File: src/rtl/i2c_tgt_pkg.sv
package i2c_tgt_pkg;

  // Protocol engine phases
  typedef enum logic [2:0] {
    ST_IDLE,    // bus free or not yet addressed
    ST_IGNORE,  // transfer belongs to another target
    ST_ADDR,    // shifting in address and direction
    ST_RX,      // shifting in a data byte
    ST_TX,      // shifting out a data byte
    ST_WAIT     // clock held low until host release
  } tgt_state_e;

endpackage

File: src/rtl/i2c_tgt_sync.sv
module i2c_tgt_sync #(
  parameter int STAGES = 2,
  parameter int WIDTH  = 2
) (
  input  logic             clk_i,
  input  logic             rst_ni,
  input  logic [WIDTH-1:0] d_i,
  output logic [WIDTH-1:0] q_o
);

  // One flop chain per line; idle bus level is high
  for (genvar g = 0; g < WIDTH; g++) begin : g_line
    logic [STAGES-1:0] pipe_q;
    always_ff @(posedge clk_i or negedge rst_ni) begin
      if (!rst_ni) pipe_q <= '1;
      else         pipe_q <= {pipe_q[STAGES-2:0], d_i[g]};
    end
    assign q_o[g] = pipe_q[STAGES-1];
  end

endmodule

File: src/rtl/i2c_tgt_cond.sv
module i2c_tgt_cond (
  input  logic clk_i,
  input  logic rst_ni,
  input  logic scl_s_i,
  input  logic sda_s_i,
  output logic scl_rise_o,
  output logic scl_fall_o,
  output logic start_o,
  output logic stop_o
);

  logic scl_prev_q, sda_prev_q;

  always_ff @(posedge clk_i or negedge rst_ni) begin
    if (!rst_ni) begin
      scl_prev_q <= 1'b1;
      sda_prev_q <= 1'b1;
    end else begin
      scl_prev_q <= scl_s_i;
      sda_prev_q <= sda_s_i;
    end
  end

  logic scl_steady_hi;
  assign scl_steady_hi = scl_s_i & scl_prev_q;

  assign scl_rise_o = scl_s_i & ~scl_prev_q;
  assign scl_fall_o = ~scl_s_i & scl_prev_q;
  assign start_o    = scl_steady_hi & sda_prev_q & ~sda_s_i;
  assign stop_o     = scl_steady_hi & ~sda_prev_q & sda_s_i;

endmodule

File: src/rtl/i2c_tgt_fsm.sv
module i2c_tgt_fsm
  import i2c_tgt_pkg::*;
#(
  parameter int DATA_W = 8,
  localparam int ADDR_W = DATA_W - 1
) (
  input  logic              clk_i,
  input  logic              rst_ni,
  input  logic              scl_s_i,
  input  logic              sda_s_i,
  input  logic              scl_rise_i,
  input  logic              scl_fall_i,
  input  logic              start_i,
  input  logic              stop_i,
  input  logic [ADDR_W-1:0] own_addr_i,
  input  logic              ack_en_i,
  input  logic [DATA_W-1:0] tx_data_i,
  input  logic              wait_rel_i,
  output logic              scl_low_o,
  output logic              sda_low_o,
  output logic [DATA_W-1:0] rx_data_o,
  output logic              irq_o,
  output logic              irq_xfer_o,
  output logic              rw_o,
  output logic              mst_nack_o
);

  localparam int CNT_W = $clog2(DATA_W + 2);
  localparam logic [CNT_W-1:0] C_LAST = CNT_W'(DATA_W);
  localparam logic [CNT_W-1:0] C_ACK  = CNT_W'(DATA_W + 1);
  localparam logic [CNT_W-1:0] C_ONE  = CNT_W'(1);

  tgt_state_e        state_q, state_d;
  logic [CNT_W-1:0]  cnt_q, cnt_d;
  logic [DATA_W-1:0] sh_q, sh_d;
  logic [DATA_W-1:0] rx_q, rx_d;
  logic              rw_q, rw_d;
  logic              nack_q, nack_d;
  logic              scl_low_q, scl_low_d;
  logic              sda_low_q, sda_low_d;
  logic              irq_q, irq_d;
  logic              xfer_q, xfer_d;

  // Next-state logic
  always_comb begin
    state_d   = state_q;
    cnt_d     = cnt_q;
    sh_d      = sh_q;
    rx_d      = rx_q;
    rw_d      = rw_q;
    nack_d    = nack_q;
    scl_low_d = scl_low_q;
    sda_low_d = sda_low_q;
    irq_d     = 1'b0;
    xfer_d    = xfer_q;

    if (stop_i) begin
      state_d   = ST_IDLE;
      cnt_d     = '0;
      scl_low_d = 1'b0;
      sda_low_d = 1'b0;
    end else if (start_i) begin
      state_d   = ST_ADDR;
      cnt_d     = '0;
      scl_low_d = 1'b0;
      sda_low_d = 1'b0;
    end else begin
      unique case (state_q)
        ST_ADDR, ST_RX: begin
          if (scl_rise_i) begin
            if (cnt_q < C_LAST) begin
              sh_d  = {sh_q[DATA_W-2:0], sda_s_i};
              cnt_d = cnt_q + C_ONE;
            end else if (cnt_q == C_LAST) begin
              cnt_d = C_ACK;
            end
          end else if (scl_fall_i) begin
            if (cnt_q == C_LAST) begin
              // end of 8th clock: decide acknowledge
              if (state_q == ST_ADDR) begin
                if (sh_q[DATA_W-1:1] == own_addr_i) begin
                  sda_low_d = 1'b1;
                  rw_d      = sh_q[0];
                  nack_d    = 1'b0;
                end else begin
                  state_d = ST_IGNORE;
                end
              end else begin
                sda_low_d = ack_en_i;
                rx_d      = sh_q;
              end
            end else if (cnt_q == C_ACK) begin
              // end of 9th clock: stretch and notify
              sda_low_d = 1'b0;
              scl_low_d = 1'b1;
              irq_d     = 1'b1;
              xfer_d    = (state_q == ST_RX);
              state_d   = ST_WAIT;
            end
          end
        end
        ST_TX: begin
          if (scl_rise_i) begin
            if (cnt_q == C_LAST) nack_d = sda_s_i;
            if (cnt_q <= C_LAST) cnt_d = cnt_q + C_ONE;
          end else if (scl_fall_i) begin
            if (cnt_q >= C_ONE && cnt_q < C_LAST) begin
              sh_d      = {sh_q[DATA_W-2:0], 1'b0};
              sda_low_d = ~sh_q[DATA_W-2];
            end else if (cnt_q == C_LAST) begin
              sda_low_d = 1'b0;
            end else if (cnt_q == C_ACK) begin
              scl_low_d = 1'b1;
              irq_d     = 1'b1;
              xfer_d    = 1'b1;
              state_d   = ST_WAIT;
            end
          end
        end
        ST_WAIT: begin
          if (wait_rel_i) begin
            scl_low_d = 1'b0;
            cnt_d     = '0;
            if (!rw_q) begin
              state_d = ST_RX;
            end else if (nack_q) begin
              state_d = ST_IGNORE;
            end else begin
              state_d   = ST_TX;
              sh_d      = tx_data_i;
              sda_low_d = ~tx_data_i[DATA_W-1];
            end
          end
        end
        default: ;
      endcase
    end
  end

  // State registers
  always_ff @(posedge clk_i or negedge rst_ni) begin
    if (!rst_ni) begin
      state_q   <= ST_IDLE;
      cnt_q     <= '0;
      sh_q      <= '0;
      rx_q      <= '0;
      rw_q      <= 1'b0;
      nack_q    <= 1'b0;
      scl_low_q <= 1'b0;
      sda_low_q <= 1'b0;
      irq_q     <= 1'b0;
      xfer_q    <= 1'b0;
    end else begin
      state_q   <= state_d;
      cnt_q     <= cnt_d;
      sh_q      <= sh_d;
      rx_q      <= rx_d;
      rw_q      <= rw_d;
      nack_q    <= nack_d;
      scl_low_q <= scl_low_d;
      sda_low_q <= sda_low_d;
      irq_q     <= irq_d;
      xfer_q    <= xfer_d;
    end
  end

  assign scl_low_o  = scl_low_q;
  assign sda_low_o  = sda_low_q;
  assign rx_data_o  = rx_q;
  assign irq_o      = irq_q;
  assign irq_xfer_o = xfer_q;
  assign rw_o       = rw_q;
  assign mst_nack_o = nack_q;

  // Acknowledge of an address only for the programmed one
  assert_addr_ack_R2: assert property (@(posedge clk_i) disable iff (!rst_ni)
    (sda_low_q && state_q == ST_ADDR) |-> (own_addr_i == sh_q[DATA_W-1:1]));

  // A foreign transfer never stretches, drives or interrupts
  assert_ignore_quiet_R4: assert property (@(posedge clk_i) disable iff (!rst_ni)
    (state_q == ST_IGNORE) |-> (!scl_low_q && !sda_low_q && !irq_q));

  // Interrupt is a single-cycle pulse
  assert_irq_pulse_R6: assert property (@(posedge clk_i) disable iff (!rst_ni)
    irq_q |=> !irq_q);

  // Stretch persists until released
  assert_wait_hold_R7: assert property (@(posedge clk_i) disable iff (!rst_ni)
    (scl_low_q && !wait_rel_i && !stop_i && !start_i) |=> scl_low_q);

  // Data line only moves while the clock is low
  assert_sda_scl_low_R8: assert property (@(posedge clk_i) disable iff (!rst_ni)
    !$stable(sda_low_q) |-> !$past(scl_s_i));

endmodule

File: src/rtl/i2c_tgt_stretch.sv
module i2c_tgt_stretch #(
  parameter int DATA_W      = 8,
  parameter int SYNC_STAGES = 2,
  localparam int ADDR_W     = DATA_W - 1
) (
  input  logic              clk_i,
  input  logic              rst_ni,
  input  logic              scl_i,
  input  logic              sda_i,
  output logic              scl_low_o,
  output logic              sda_low_o,
  input  logic [ADDR_W-1:0] own_addr_i,
  input  logic              ack_en_i,
  input  logic [DATA_W-1:0] tx_data_i,
  input  logic              wait_rel_i,
  output logic [DATA_W-1:0] rx_data_o,
  output logic              irq_o,
  output logic              irq_xfer_o,
  output logic              rw_o,
  output logic              mst_nack_o
);

  // Reset: asserted asynchronously, removed on a clock edge
  logic [1:0] rst_pipe_q;
  logic       rst_n;
  always_ff @(posedge clk_i or negedge rst_ni) begin
    if (!rst_ni) rst_pipe_q <= 2'b00;
    else         rst_pipe_q <= {rst_pipe_q[0], 1'b1};
  end
  assign rst_n = rst_pipe_q[1];

  logic [1:0] line_s;
  logic scl_rise, scl_fall, bus_start, bus_stop;

  i2c_tgt_sync #(.STAGES(SYNC_STAGES), .WIDTH(2)) u_sync (
    .clk_i  (clk_i),
    .rst_ni (rst_n),
    .d_i    ({sda_i, scl_i}),
    .q_o    (line_s)
  );

  i2c_tgt_cond u_cond (
    .clk_i      (clk_i),
    .rst_ni     (rst_n),
    .scl_s_i    (line_s[0]),
    .sda_s_i    (line_s[1]),
    .scl_rise_o (scl_rise),
    .scl_fall_o (scl_fall),
    .start_o    (bus_start),
    .stop_o     (bus_stop)
  );

  i2c_tgt_fsm #(.DATA_W(DATA_W)) u_fsm (
    .clk_i      (clk_i),
    .rst_ni     (rst_n),
    .scl_s_i    (line_s[0]),
    .sda_s_i    (line_s[1]),
    .scl_rise_i (scl_rise),
    .scl_fall_i (scl_fall),
    .start_i    (bus_start),
    .stop_i     (bus_stop),
    .own_addr_i (own_addr_i),
    .ack_en_i   (ack_en_i),
    .tx_data_i  (tx_data_i),
    .wait_rel_i (wait_rel_i),
    .scl_low_o  (scl_low_o),
    .sda_low_o  (sda_low_o),
    .rx_data_o  (rx_data_o),
    .irq_o      (irq_o),
    .irq_xfer_o (irq_xfer_o),
    .rw_o       (rw_o),
    .mst_nack_o (mst_nack_o)
  );

endmodule

File: config.mk
export PLATFORM = sky130hd
export DESIGN_NAME = i2c_tgt_stretch
export DESIGN_NICKNAME = d
export VERILOG_FILES = /design/src/rtl/i2c_tgt_pkg.sv /design/src/rtl/i2c_tgt_sync.sv /design/src/rtl/i2c_tgt_cond.sv /design/src/rtl/i2c_tgt_fsm.sv /design/src/rtl/i2c_tgt_stretch.sv
export SDC_FILE = /design/constraint.sdc
export NUM_CORES = 1
export LEC_CHECK = 0
export ABC_AREA = 0
export BUFFER_PORTS_ARGS = -buffer_cell sky130_fd_sc_hd__buf_2
export CORE_ASPECT_RATIO = 1.4
export CORE_UTILIZATION = 45
export DETAILED_ROUTE_END_ITERATION = 8
export PLACE_DENSITY_LB_ADDON = 0.3
export SYNTH_ARGS = -nofsm -noshare
export SYNTH_HDL_FRONTEND = slang
export SYNTH_SLANG_ARGS = --single-unit
File: constraint.sdc
create_clock -name clk_i -period 1.7 [get_ports clk_i]
set_clock_uncertainty 0.15 [all_clocks]
set_input_delay 0.17 -clock clk_i [delete_from_list [all_inputs] [get_ports clk_i]]
set_output_delay 0.17 -clock clk_i [all_outputs]
set_load 0.005 [all_outputs]
# ---- Word level (Yosys, flattened, before mapping)
# Index checks and enable logic that the tools add are counted.
dict set report word_totals {
  regBits 37
  latch_bits 0
  mem_bits_rw 0
  mem_bits_ro 0
  inputBits 21
  out_inout_bits 14
  n_memories 0
}
dict set report op_classes {
  n_addsub 1
  n_mul 0
  n_div 0
  n_lt_le_gt_ge 3
  eq_ne 45
  n_shift 0
  muxes 89
  n_bitwise 17
  n_reduce_logical 14
}
# op n
set op_table {}
lappend op_table {{$mux W8} 8}
lappend op_table {{$mux W1} 50}
lappend op_table {{$mux W3} 15}
lappend op_table {{$ne A4 B4 Y1 const B} 10}
lappend op_table {{$mux W4} 8}
lappend op_table {{$pmux W8 S3} 1}
lappend op_table {{$ne A2 B2 Y1 const B} 11}
lappend op_table {{$reduce_and A11 Y1} 2}
lappend op_table {{$reduce_and A10 Y1} 2}
lappend op_table {{$ne A2 B1 Y1 const B} 9}
lappend op_table {{$ne A5 B3 Y1 const B} 3}
lappend op_table {{$reduce_and A7 Y1} 2}
lappend op_table {{$pmux W4 S3} 1}
lappend op_table {{$reduce_and A12 Y1} 1}
lappend op_table {{$ne A5 B5 Y1 const B} 2}
lappend op_table {{$not A1 Y1} 10}
lappend op_table {{$pmux W3 S3} 1}
lappend op_table {{$eq A4 B4 Y1 const B} 2}
lappend op_table {{$ne A4 B3 Y1 const B} 2}
lappend op_table {{$reduce_and A8 Y1} 1}
lappend op_table {{$and A1 B1 Y1} 7}
lappend op_table {{$eq A7 B7 Y1} 1}
lappend op_table {{$eq A3 B2 Y1 const B} 2}
lappend op_table {{$eq A3 B3 Y1 const B} 2}
lappend op_table {{13 further kinds} 16}

# ---- Depth between registers and ports, before layout
# Gate-level depths: netlist (run 1).
dict set report depth {
  ltp_word 9
  mapped_depth 8
  mapped_depth_nobuf 7
}

# ---- Cells and area by module
# A second synthesis (run 1) with hierarchy kept.
dict set report hier_totals {
  cells_unflattened 202
  hier_area_um2 2019.4
}
# mod n_inst cells_each area_each_um2 seq_area_each_um2
set modules_own_cells {}
lappend modules_own_cells {i2c_tgt_fsm 1 187 1760.4 725.7}
lappend modules_own_cells {i2c_tgt_sync 1 6 120.1 105.1}
lappend modules_own_cells {i2c_tgt_cond 1 6 85.1 52.6}
lappend modules_own_cells {i2c_tgt_stretch 1 3 53.8 50.0}

# ---- Worst setup path before layout (run 1)
# Ideal clock, no wire load.
dict set report synth_path {
  path_kind {reg-to-reg}
  start {register u_sync.g_line[1].pipe_q[1]}
  end {register u_fsm.state_q[2]}
  arrival_time_ns 1.645
  required_time_ns 1.429
  slack_ns -0.217
  path_stages_with_launch 7
  synth_period_minus_slack_ns 1.917
  path_cell_list {dfstp_2 xor2_1 nor2b_4 buf_6 or3_4 o221a_1 o22a_1}
}
dict set report synth_between {
  elab_chain_len 4
  word_cells_on_any_way 16
}
# item line_no
set synth_rtl {}
lappend synth_rtl {{start, declared} i2c_tgt_sync.sv:13} ;# logic [STAGES-1:0] pipe_q;
lappend synth_rtl {{start signal, assigned} i2c_tgt_sync.sv:16} ;# else pipe_q <= {pipe_q[STAGES-2:0], d_i[g]};
lappend synth_rtl {{$not A1 Y1} i2c_tgt_cond.sv:29} ;# assign start_o = scl_steady_hi & sda_prev_q & ~sda_s_i;
lappend synth_rtl {{$and A1 B1 Y1} i2c_tgt_cond.sv:29}
lappend synth_rtl {{$ne A5 B5 Y1 (no source line) (tied with other cells)} -}
lappend synth_rtl {{$reduce_and A10 Y1 (no source line) / $mux W3 (equally long branches)} -}
lappend synth_rtl {{end signal, assigned} i2c_tgt_fsm.sv:154} ;# state_q <= state_d;
lappend synth_rtl {{end, declared} i2c_tgt_fsm.sv:33} ;# tgt_state_e state_q, state_d;
# Several ways; a longest one is shown, not always the timed one.
# A chain may end at the register's enable or synchronous reset.

# ---- Worst setup path in the final report (run 1)
dict set report layout_path {
  start {register u_fsm.sh_q[1]}
  end {register u_fsm.sda_low_q, in the netlist u_fsm.sda_low_o}
}
dict set report layout_between {
  elab_chain_len 3
}
# item line_no
set layout_rtl {}
lappend layout_rtl {{start, declared} i2c_tgt_fsm.sv:35} ;# logic [DATA_W-1:0] sh_q, sh_d;
lappend layout_rtl {{start signal, assigned} i2c_tgt_fsm.sv:145} ;# sh_q <= '0;
lappend layout_rtl {{start signal, assigned} i2c_tgt_fsm.sv:156} ;# sh_q <= sh_d;
lappend layout_rtl {{$eq A7 B7 Y1} i2c_tgt_fsm.sv:81} ;# if (sh_q[DATA_W-1:1] == own_addr_i) begin
lappend layout_rtl {{$ne A6 B6 Y1 (no source line)} -}
lappend layout_rtl {{$reduce_and A11 Y1 (no source line)} -}
lappend layout_rtl {{end signal, assigned} i2c_tgt_fsm.sv:161} ;# sda_low_q <= sda_low_d;
lappend layout_rtl {{end, declared} i2c_tgt_fsm.sv:40} ;# logic sda_low_q, sda_low_d;
# Every way passes these cells.

==> results of run 1 <==
## layer usage
| metal | GRT usage [%] | routed length (um) |
|---|---|---|
| met5 | 0 | 0 |
| met4 | 13.8 | 223 |
| met3 | 3.74 | 257 |
| met2 | 49.3 | 3510 |
| met1 | 30.1 | 2400 |
## metrics by stage
stage               power, mW  instance area [um2]  setup TNS, ns  cells  hold slack, ns
floorplan                2.03                 2120          -2.10    201          -0.276
global placement         2.76                 2720          -3.88    339          -0.192
detailed placement       2.78                 2720          -4.75    339          -0.191
CTS                      3.96                 3150          -3.40    358          0.0147
global route             4.41                 3260          -5.32    361          0.0193
finish                   4.21                 3260          -3.79    361        -0.00259
## tightest hold or removal path, stage by stage
cell	delay [ns]
buf_2	0.07
mux2i_1	0.05
o21ai_1	0.10
## sequential cells by signal (all words and copies together), names as in the netlist
register / cells
u_fsm.scl_low_o: 1
u_cond.sda_prev_q: 1
u_fsm.sh_q: 8
u_cond.scl_prev_q: 1
rst_pipe_q: 2
u_fsm.rw_o: 1
u_fsm.irq_xfer_o: 1
u_fsm.cnt_q: 4
u_fsm.mst_nack_o: 1
u_fsm.sda_low_o: 1
u_fsm.irq_o: 1
u_fsm.state_q: 3
u_sync.g_line.pipe_q: 4
u_fsm.rx_data_o: 8
## cells in the mapped netlist (2+ instances only)
cell       instances  area, um2
o21ai_0           17       85.1
nor2b_1            3       18.8
buf_2              4       20.0
dfstp_2            6        158
nor2_1            12       45.0
nand3b_1           2       15.0
o211ai_1           4       30.0
nor3_1             3       15.0
inv_1              8       30.0
dfrtp_1           31        776
nand3_1            9       45.0
nor3b_1            3       22.5
nand2b_1           4       25.0
a21oi_1            5       25.0
a211oi_1           3       22.5
buf_4              2       15.0
and3b_1            2       17.5
ha_1               5       62.6
o311ai_0           2       17.5
a31oi_1            3       18.8
mux2_2            10        113
o2bb2ai_1          2       17.5
nand2_1           19       71.3
mux2i_1            9       90.1
xor2_1             8       70.1
## area by class of cell
cell class	count	area (um2)
timing repair buffer	101	724
inverter	8	30.0
fill	289	1040
tap	60	75.1
clock inverter	2	37.5
multi-input combinational	147	1380
clock buffer	6	82.6
sequential	37	938
## report_power, final
| group | total, mW | internal [mW] | switching (mW) |
|---|---|---|---|
| logic | 2.18 | 1.11 | 1.07 |
| clock network | 0.804 | 0.477 | 0.326 |
| registers | 1.23 | 1.02 | 0.203 |
| total | 4.21 | 2.61 | 1.60 |
## cells by family (layout without fill, tap and decap cells)
kind of cell,Yosys count,after routing,share of synthesized area [%]
simple gates,66,66,17.8
other cells,1,1,0.181
compound gates,48,48,16.6
flops,37,37,45.1
mux,19,19,9.79
xor+xnor,8,8,3.38
buf+inv,17,117,4.11
fa+ha+maj,5,5,3.02
## worst max path at each step
stage                            end  slack, ns           start  cells after the start
floorplan           u_fsm.state_q[2]      -0.19  u_fsm.cnt_q[0]                      6
global placement     u_fsm.sda_low_o      -0.31  u_fsm.cnt_q[0]                      8
detailed placement   u_fsm.sda_low_o      -0.29  u_fsm.cnt_q[0]                      8
CTS                  u_fsm.sda_low_o      -0.17  u_fsm.cnt_q[1]                      9
global route        u_fsm.mst_nack_o      -0.28   u_fsm.sh_q[1]                      6
finish               u_fsm.sda_low_o      -0.20   u_fsm.sh_q[1]                      7
## repair_timing
action                                  in CTS  in global routing
hold buffers                                 3                  0
pin swaps                                   10                 17
buffers inserted                             8                  4
endpoints found under the setup margin      29                 29
endpoints found under the hold margin        4                  0
gates resized for setup                     58                 32
==> results by group, run 1 <==
Layout
  • Area grow syn2layout: 57.6%
  • Final #Nets: 326
  • Most frequent cells in the layout: buf_4 (57), buf_2 (34), dfrtp_1 (27)
  • Post-layout util: 75.8%
  • Layout cells sized above 1: 61.5%
  • Commonest non-fill, non-tap cell in the layout: buf_4
  • # diodes: 0

Yosys
  • Cells after Synth: 201
  • Sequential area share after synthesis: 45.1%
  • Mapped Nets: 227
  • Cell variety after synth: 50
  • Post-synth top flop: dfrtp_1
  • Number of enable flip-flop cells after synthesis: 0
  • Flop and latch count out of synthesis: 37
  • Post-Syn Area: 2070 um2
  • Synth warnings: 0
  • Async SR Flop Fraction: 100%
  • Synth Area per Inst: 10.3 um2

Timing
  • Max Freq: 0.525 GHz
  • Tmin final: 1.90 ns
  • Least-Margin Pin Slew: 0.558 ns
  • Final worst slack: -0.205 ns
  • Slew headroom: 62.8%
  • Final worst-path cycle share: 112%
  • Final Hold Fails: 1
  • Final hold slack: -0.00259 ns
  • Unrepaired setup endpoints after global routing: yes
  • Setup Viol. Count Final: 27
  • Max Slew Vio Count: 0

Detailed routing
  • DR pass1 iterations: 4
  • Post-route DRC: 0
  • Vias: 1,985
  • Detailed Route Iter0 Violations: 70
  • Wire per inst: 17.7 um
  • Post-detailed-route count of antenna-violating nets: 0
  • Vias/cell: 5.50
  • Routed wire length: 6.39 mm

Power
  • Max VDD drop: 805 uV
  • Power Density: 1290 nW/um2
  • Total leakage power: 1.57 nW

Placed design
  • Pre-CTS WS: -0.291 ns
  • HPWL after detailed placement: 4.13 mm
  • RePlAce Congestion: 0.992
  • Port bufs: 34

Clock tree
  • H-tree levels: 2
  • CTS tree: yes
  • Worst-path clk slew: 0.08 ns
  • Root Buffer Master: clkbuf_8
  • Clk sinks: 37
  • Clk buf depth: 2
  • Clk Latency, worst-skew pair: 0.29 ns
  • CTS buffer count: 5

Setup path
  • Crit path DAT: 1.97 ns
  • Worst path slowest cell: dfrtp_1
  • Critical Path Source Type: register
  • CP Buf/Inv Count: 2
  • Kind of critical path: reg -> reg
  • Crit-path max cell delay: 0.42 ns
  • Reg2Reg Capture Point: u_fsm.sda_low_o
  • R2R cell count: 7
  • Crit path top cell by count: buf_4
  • WP data required: 1.77 ns
  • Worst reg2reg setup slack: -0.20 ns
  • Crit path max-delay family: simple AND/OR/NAND/NOR gates
  • Crit. End Element: register
  • Reg2reg start: u_fsm.sh_q[1]
  • Crit-path cells: xor2_2, nor4_2, buf_4, buf_4, a21oi_2, nor3_2, mux2i_1
  • Worst-path fanout max: 3

Die
  • Starting Density: 48.1%
  • Horiz. Die Dim: 59.3 um
  • Rows: 28
  • Die height: 82.3 um
  • Die area: 4880 um2
  • I/O pins: 35
  • Core ar.: 4310 um2

GRT
  • Largest net degree at the start of global routing: 26
  • Total GRT Usage: 27.1%
  • Antenna violations before repair: 0
  • First-pass GRT wire length: 9.63 mm
  • Vias in the first global route: 2,004
  • Total gr overflow: 0

Hold path
  • Min-Delay Endpoint: u_fsm.sh_q[3]
  • Hold Path Stages: 3
  • HP Start: tx_data_i[3]
  • Hold/Removal Path Class: in -> reg

Outcome
  • Run status: finished with violations
  • Failing checks: negative hold slack, negative setup slack

Run
  • Max Cap Violations: 0
Note: power is estimated with default switching activity, not from simulation.
==> run 2: changes to the inputs <==
--- a/config.mk
+++ b/config.mk
@@ -11,6 +11,7 @@
 export CORE_UTILIZATION = 45
 export DETAILED_ROUTE_END_ITERATION = 8
 export PLACE_DENSITY_LB_ADDON = 0.3
+export SETUP_SLACK_MARGIN = 0.1
 export SYNTH_ARGS = -nofsm -noshare
 export SYNTH_HDL_FRONTEND = slang
 export SYNTH_SLANG_ARGS = --single-unit
==> run 2 against run 1 <==
Net effect:
- the flow finishes with violations (negative setup slack)
- setup slack got worse by 0.054 ns
- global-route usage rose by 0.14 points
- clock-buffer cell count did not move
- fmax fell by 2.8%
- die area did not move
- sequential share of layout area fell by 1.1 points
==> results by group, run 2 (same netlist as run 1, synthesis figures left out) <==
Outcome
  • Run status: finished with violations
  • Failing checks: negative setup slack

Power
  • Switch share: 39.3%
  • Seq pwr share: 26.9%
  • Total leakage power: 1.60 nW
  • Pwr Total: 4.46 mW
  • Logic pwr share: 54.9%
  • Max VDD drop: 919 uV
  • Sw power: 1.75 mW
  • Power Density: 1320 nW/um2
  • Clock power share: 18.2%
  • Int Power: 2.71 mW

Setup path
  • Crit path DAT: 2.00 ns
  • Crit path top cell by count: buf_4
  • Reg2reg start: u_fsm.sh_q[6]
  • Worst-path fanout max: 3
  • Worst path slowest cell: dfrtp_1
  • WP data required: 1.74 ns
  • Kind of critical path: reg -> reg
  • Crit-path max cell delay: 0.40 ns
  • Reg2Reg Capture Point: u_fsm.state_q[2]
  • R2R cell count: 7
  • Worst reg2reg setup slack: -0.26 ns
  • Crit. End Element: register
  • Critical Path Source Type: register
  • Crit-path cells: xor2_1, nor4_2, buf_4, buf_4, a211oi_4, o22ai_4, o22a_1

GRT
  • Met2 GRT Util: 47.5%
  • M3 GR Usage: 5.14%
  • Vias in the first global route: 2,085
  • Total gr overflow: 0
  • Total GRT Usage: 27.2%
  • Antenna violations before repair: 0
  • First-pass GRT wire length: 9.68 mm
  • Grt met1 use: 32.1%
  • Grt peak-use layer: met2
  • Largest net degree at the start of global routing: 23

Layout
  • Final #Nets: 329
  • # diodes: 0
  • Most frequent cells in the layout: buf_4 (55), buf_2 (34), dfrtp_1 (28)
  • Post-layout util: 78.7%
  • Area grow syn2layout: 63.7%
  • Commonest non-fill, non-tap cell in the layout: buf_4
  • Layout cells sized above 1: 63.8%

Die
  • Die height: 82.3 um
  • Horiz. Die Dim: 59.3 um
  • Starting Density: 48.1%
  • Core ar.: 4310 um2
  • Rows: 28
  • I/O pins: 35
  • Die area: 4880 um2

Hold path
  • HP Start: tx_data_i[2]
  • Hold/Removal Path Class: in -> reg
  • Hold Path Stages: 3
  • Min-Delay Endpoint: u_fsm.sh_q[2]

Timing
  • Max Freq: 0.510 GHz
  • Final Hold Fails: 0
  • Max Slew Vio Count: 0
  • Final worst slack: -0.259 ns
  • Final worst-path cycle share: 115%
  • Slew headroom: 57.0%
  • Least-Margin Pin Slew: 0.637 ns
  • Setup Viol. Count Final: 27
  • Final hold slack: 0.0164 ns
  • Unrepaired setup endpoints after global routing: yes
  • Tmin final: 1.96 ns

Detailed routing
  • Detailed Route Iter0 Violations: 103
  • DR pass1 iterations: 4
  • Vias/cell: 5.72
  • Post-detailed-route count of antenna-violating nets: 0
  • Wire per inst: 19.7 um
  • Post-route DRC: 0
  • Routed wire length: 7.17 mm
  • Vias: 2,081

Placed design
  • HPWL after detailed placement: 4.08 mm
  • RePlAce Congestion: 0.978
  • Port bufs: 34

Clock tree
  • H-tree levels: 2
  • CTS buffer count: 5
  • Clk Latency, worst-skew pair: 0.30 ns
  • CTS tree: yes
  • Root Buffer Master: clkbuf_8
  • Worst-path clk slew: 0.08 ns
  • Clk buf depth: 2
  • Clk sinks: 37

Run
  • Max Cap Violations: 0
[run 2: what timing repair did]
action	CTS	global route
endpoints found under the hold margin	4	0
pin swaps	18	21
buffers inserted	8	7
cloned	0	1
resized for setup	62	34
hold buffers	3	0
setup endpoints to repair	29	29
[run 2: cell type report]
cell class              instances  area, um2
flip-flops and latches         37        937
fillers                       246        920
clock buffers                   6       82.6
repair buffers                104        771
clock inverters                 2       37.5
multi-input cells             147       1460
inverters                       8       30.0
well taps                      60       75.1
[run 2: worst max-delay path by stage]
| stage | endpoint | from | depth (start not counted) | slack, ns |
|---|---|---|---|---|
| 6_report | u_fsm.state_q[2] | u_fsm.sh_q[6] | 7 | -0.26 |
| 5_1_grt | u_fsm.state_q[2] | u_fsm.sh_q[6] | 7 | -0.30 |
| 4_1_cts | u_fsm.mst_nack_o | u_fsm.sh_q[1] | 5 | -0.22 |
| 3_5_place_dp | u_fsm.sda_low_o | u_fsm.cnt_q[0] | 8 | -0.32 |
| 3_3_place_gp | u_fsm.sda_low_o | u_fsm.cnt_q[0] | 8 | -0.29 |
| 2_1_floorplan | u_fsm.state_q[2] | u_fsm.cnt_q[0] | 6 | -0.19 |
[run 2: power by group through the flow]
stage	clock [mW]	sequential (mW)	combinational (mW)
after floorplan	0	1.14	0.922
after global placement	0	1.18	1.56
after detailed placement	0	1.18	1.58
after CTS	0.813	1.17	2.05
after global routing	0.854	1.21	2.56
final	0.815	1.20	2.45
[run 2: worst max-delay path, delay by kind of cell (launching register included)]
family	cells	cell delay, ns
AOI/OAI and AO/OA	3	0.72
DFF	1	0.40
buffers and inverters	2	0.29
xor gates and xnor gates	1	0.22
and+or+nand+nor	1	0.07
[run 2: routing by layer]
metal	up-vias	share of wire, %
li1	924	-
met1	1038	39
met2	91	53
met3	28	3.6
met4	0	4.0
met5	-	0
[run 2: per-stage QoR]
| stage | setup TNS [ns] | instances | instance area (um2) | setup WS [ns] |
|---|---|---|---|---|
| detailed placement | -4.52 | 338 | 2740 | -0.321 |
| finish | -4.00 | 364 | 3390 | -0.259 |
| global route | -5.28 | 364 | 3390 | -0.296 |
| floorplan | -2.38 | 201 | 2160 | -0.192 |
| global placement | -3.84 | 338 | 2740 | -0.285 |
| CTS | -2.46 | 357 | 3170 | -0.216 |
==> run 3: changes to the inputs <==
--- a/config.mk
+++ b/config.mk
@@ -11,6 +11,7 @@
 export CORE_UTILIZATION = 45
 export DETAILED_ROUTE_END_ITERATION = 8
 export PLACE_DENSITY_LB_ADDON = 0.3
+export RECOVER_POWER = 100
 export SETUP_SLACK_MARGIN = 0.1
 export SYNTH_ARGS = -nofsm -noshare
 export SYNTH_HDL_FRONTEND = slang
==> run 3 against run 2 <==
Net effect:
- largest power group unchanged
- first-iteration DRC count up 9.7%
- final cell count unchanged
- critical path depth is the same
- the run still ends with negative setup slack left
==> results by group, run 3 (same netlist as run 1, synthesis figures left out) <==
Die
  • Die area: 4880 um2
  • Die height: 82.3 um
  • Starting Density: 48.1%
  • Horiz. Die Dim: 59.3 um
  • Rows: 28
  • Core ar.: 4310 um2
  • I/O pins: 35

Layout
  • Final #Nets: 329
  • Final Instance Area: 3360 um2
  • Layout cells sized above 1: 58.9%
  • Non-Filler Instances: 364
  • # diodes: 0
  • Most frequent cells in the layout: buf_4 (53), dfrtp_1 (28), buf_2 (21)
  • Area grow syn2layout: 62.2%
  • Commonest non-fill, non-tap cell in the layout: buf_4
  • Number of fill cells in the layout: 257

GRT
  • Total GRT Usage: 27.2%
  • First-pass GRT wire length: 9.68 mm
  • Vias in the first global route: 2,085
  • Total gr overflow: 0
  • Antenna violations before repair: 0
  • Largest net degree at the start of global routing: 23

Timing
  • Max Slew Vio Count: 0
  • Tmin final: 1.96 ns
  • Least-Margin Pin Slew: 0.797 ns
  • Max Freq: 0.510 GHz
  • Final worst slack: -0.259 ns
  • Final worst-path cycle share: 115%
  • Setup Viol. Count Final: 27
  • Final Hold Fails: 0
  • Final hold slack: 0.0150 ns
  • Unrepaired setup endpoints after global routing: yes
  • Slew headroom: 46.9%

Setup path
  • Reg2reg start: u_fsm.sh_q[6]
  • Worst path slowest cell: dfrtp_1
  • Crit-path cells: xor2_1, nor4_2, buf_4, buf_4, a211oi_4, o22ai_4, o22a_1
  • Critical Path Source Type: register
  • Kind of critical path: reg -> reg
  • R2R cell count: 7
  • Worst reg2reg setup slack: -0.26 ns
  • Crit-path max cell delay: 0.40 ns
  • Reg2Reg Capture Point: u_fsm.state_q[2]
  • CP Buf/Inv Count: 2
  • Crit path top cell by count: buf_4
  • Crit path max-delay family: compound AO/OA/AOI/OAI gates
  • Crit. End Element: register
  • WP data required: 1.74 ns
  • Crit path DAT: 2.00 ns
  • Worst-path fanout max: 3
  • Setup crit start: u_fsm.sh_q[6]

Placed design
  • Port bufs: 34
  • Pre-CTS WS: -0.321 ns
  • Placed cell area: 2740 um2
  • Post-Place Cells: 338
  • RePlAce Congestion: 0.978
  • HPWL after detailed placement: 4.08 mm

Run
  • Max Cap Violations: 0

Outcome
  • Failing checks: negative setup slack
  • Run status: finished with violations

Clock tree
  • H-tree levels: 2
  • Clk Latency, worst-skew pair: 0.30 ns
  • Worst-path clk slew: 0.08 ns
  • CTS tree: yes
  • CTS buffer count: 5
  • Root Buffer Master: clkbuf_8
  • Clk buf depth: 2
  • Clk sinks: 37

Detailed routing
  • Routed wire length: 7.18 mm
  • Post-route DRC: 0
  • Wire per inst: 19.7 um
  • Post-detailed-route count of antenna-violating nets: 0
  • Vias: 2,087
  • Vias/cell: 5.73
  • DR pass1 iterations: 4
  • Detailed Route Iter0 Violations: 113

Hold path
  • Hold/Removal Path Class: in -> reg
  • Hold Path Stages: 3
  • Min-Delay Endpoint: u_fsm.sh_q[2]
  • HP Start: tx_data_i[2]

Power
  • Max VDD drop: 923 uV
  • Pwr Total: 4.45 mW
  • Power Density: 1330 nW/um2
  • Total leakage power: 1.55 nW
## run 3: cell types whose count changed in the layout (fill, tap and decap cells not counted)
| cell | previous run | this run |
|---|---|---|
| clkbuf_2 | 0 | 1 |
| dfstp_1 | 0 | 1 |
| buf_4 | 55 | 53 |
| clkbuf_1 | 0 | 14 |
| dfstp_2 | 6 | 5 |
| buf_2 | 34 | 21 |
| o21ai_2 | 7 | 8 |
| o21ai_4 | 1 | 0 |
## run 3: per-layer routing
metal	wire length (um)	vias to the layer above	global-route usage, %
met5	0	-	0
met4	291	0	11.9
met3	280	29	5.14
met2	3830	84	47.5
met1	2780	1050	32.1
li1	-	924	-
## run 3: cell type report
type                    count  area, um2  area share (%)
clock buffers               6       82.6            2.46
clock inverters             2       37.5            1.12
inverters                   8       30.0           0.894
multi-input cells         147       1450            43.1
well taps                  60       75.1            2.23
repair buffers            104        748            22.3
flip-flops and latches     37        937            27.9
## run 3: where the power goes
group | internal [mW] | total, mW | switching [mW]
clock | 0.477 | 0.814 | 0.337
combinational | 1.20 | 2.44 | 1.24
sequential | 1.02 | 1.20 | 0.179
total | 2.70 | 4.45 | 1.75
## run 3: worst max path at each step
stage                                   to  depth (start not counted)
after CTS                 u_fsm.mst_nack_o                          5
after global placement     u_fsm.sda_low_o                          8
after floorplan           u_fsm.state_q[2]                          6
after detailed placement   u_fsm.sda_low_o                          8
after global routing      u_fsm.state_q[2]                          7
final                     u_fsm.state_q[2]                          7
## run 3: timing repair
item	CTS	global route
endpoints found under the setup margin	29	29
cloned	0	1
gates resized for setup	62	34
buffers inserted	8	7
pin swaps	18	21
endpoints found under the hold margin	4	0
hold buffers	3	0
## run 3: through the flow
| stage | TNS (ns) | util (%) |
|---|---|---|
| floorplan | -2.38 | - |
| global placement | -3.84 | 63.6 |
| detailed placement | -4.52 | 63.6 |
| CTS | -2.46 | 73.6 |
| global route | -5.29 | 78.0 |
| finish | -3.93 | 78.0 |
## run 3: tightest hold or removal path: stages
cell	delay (ns)
buf_2	0.07
mux2i_1	0.06
o21ai_2	0.12
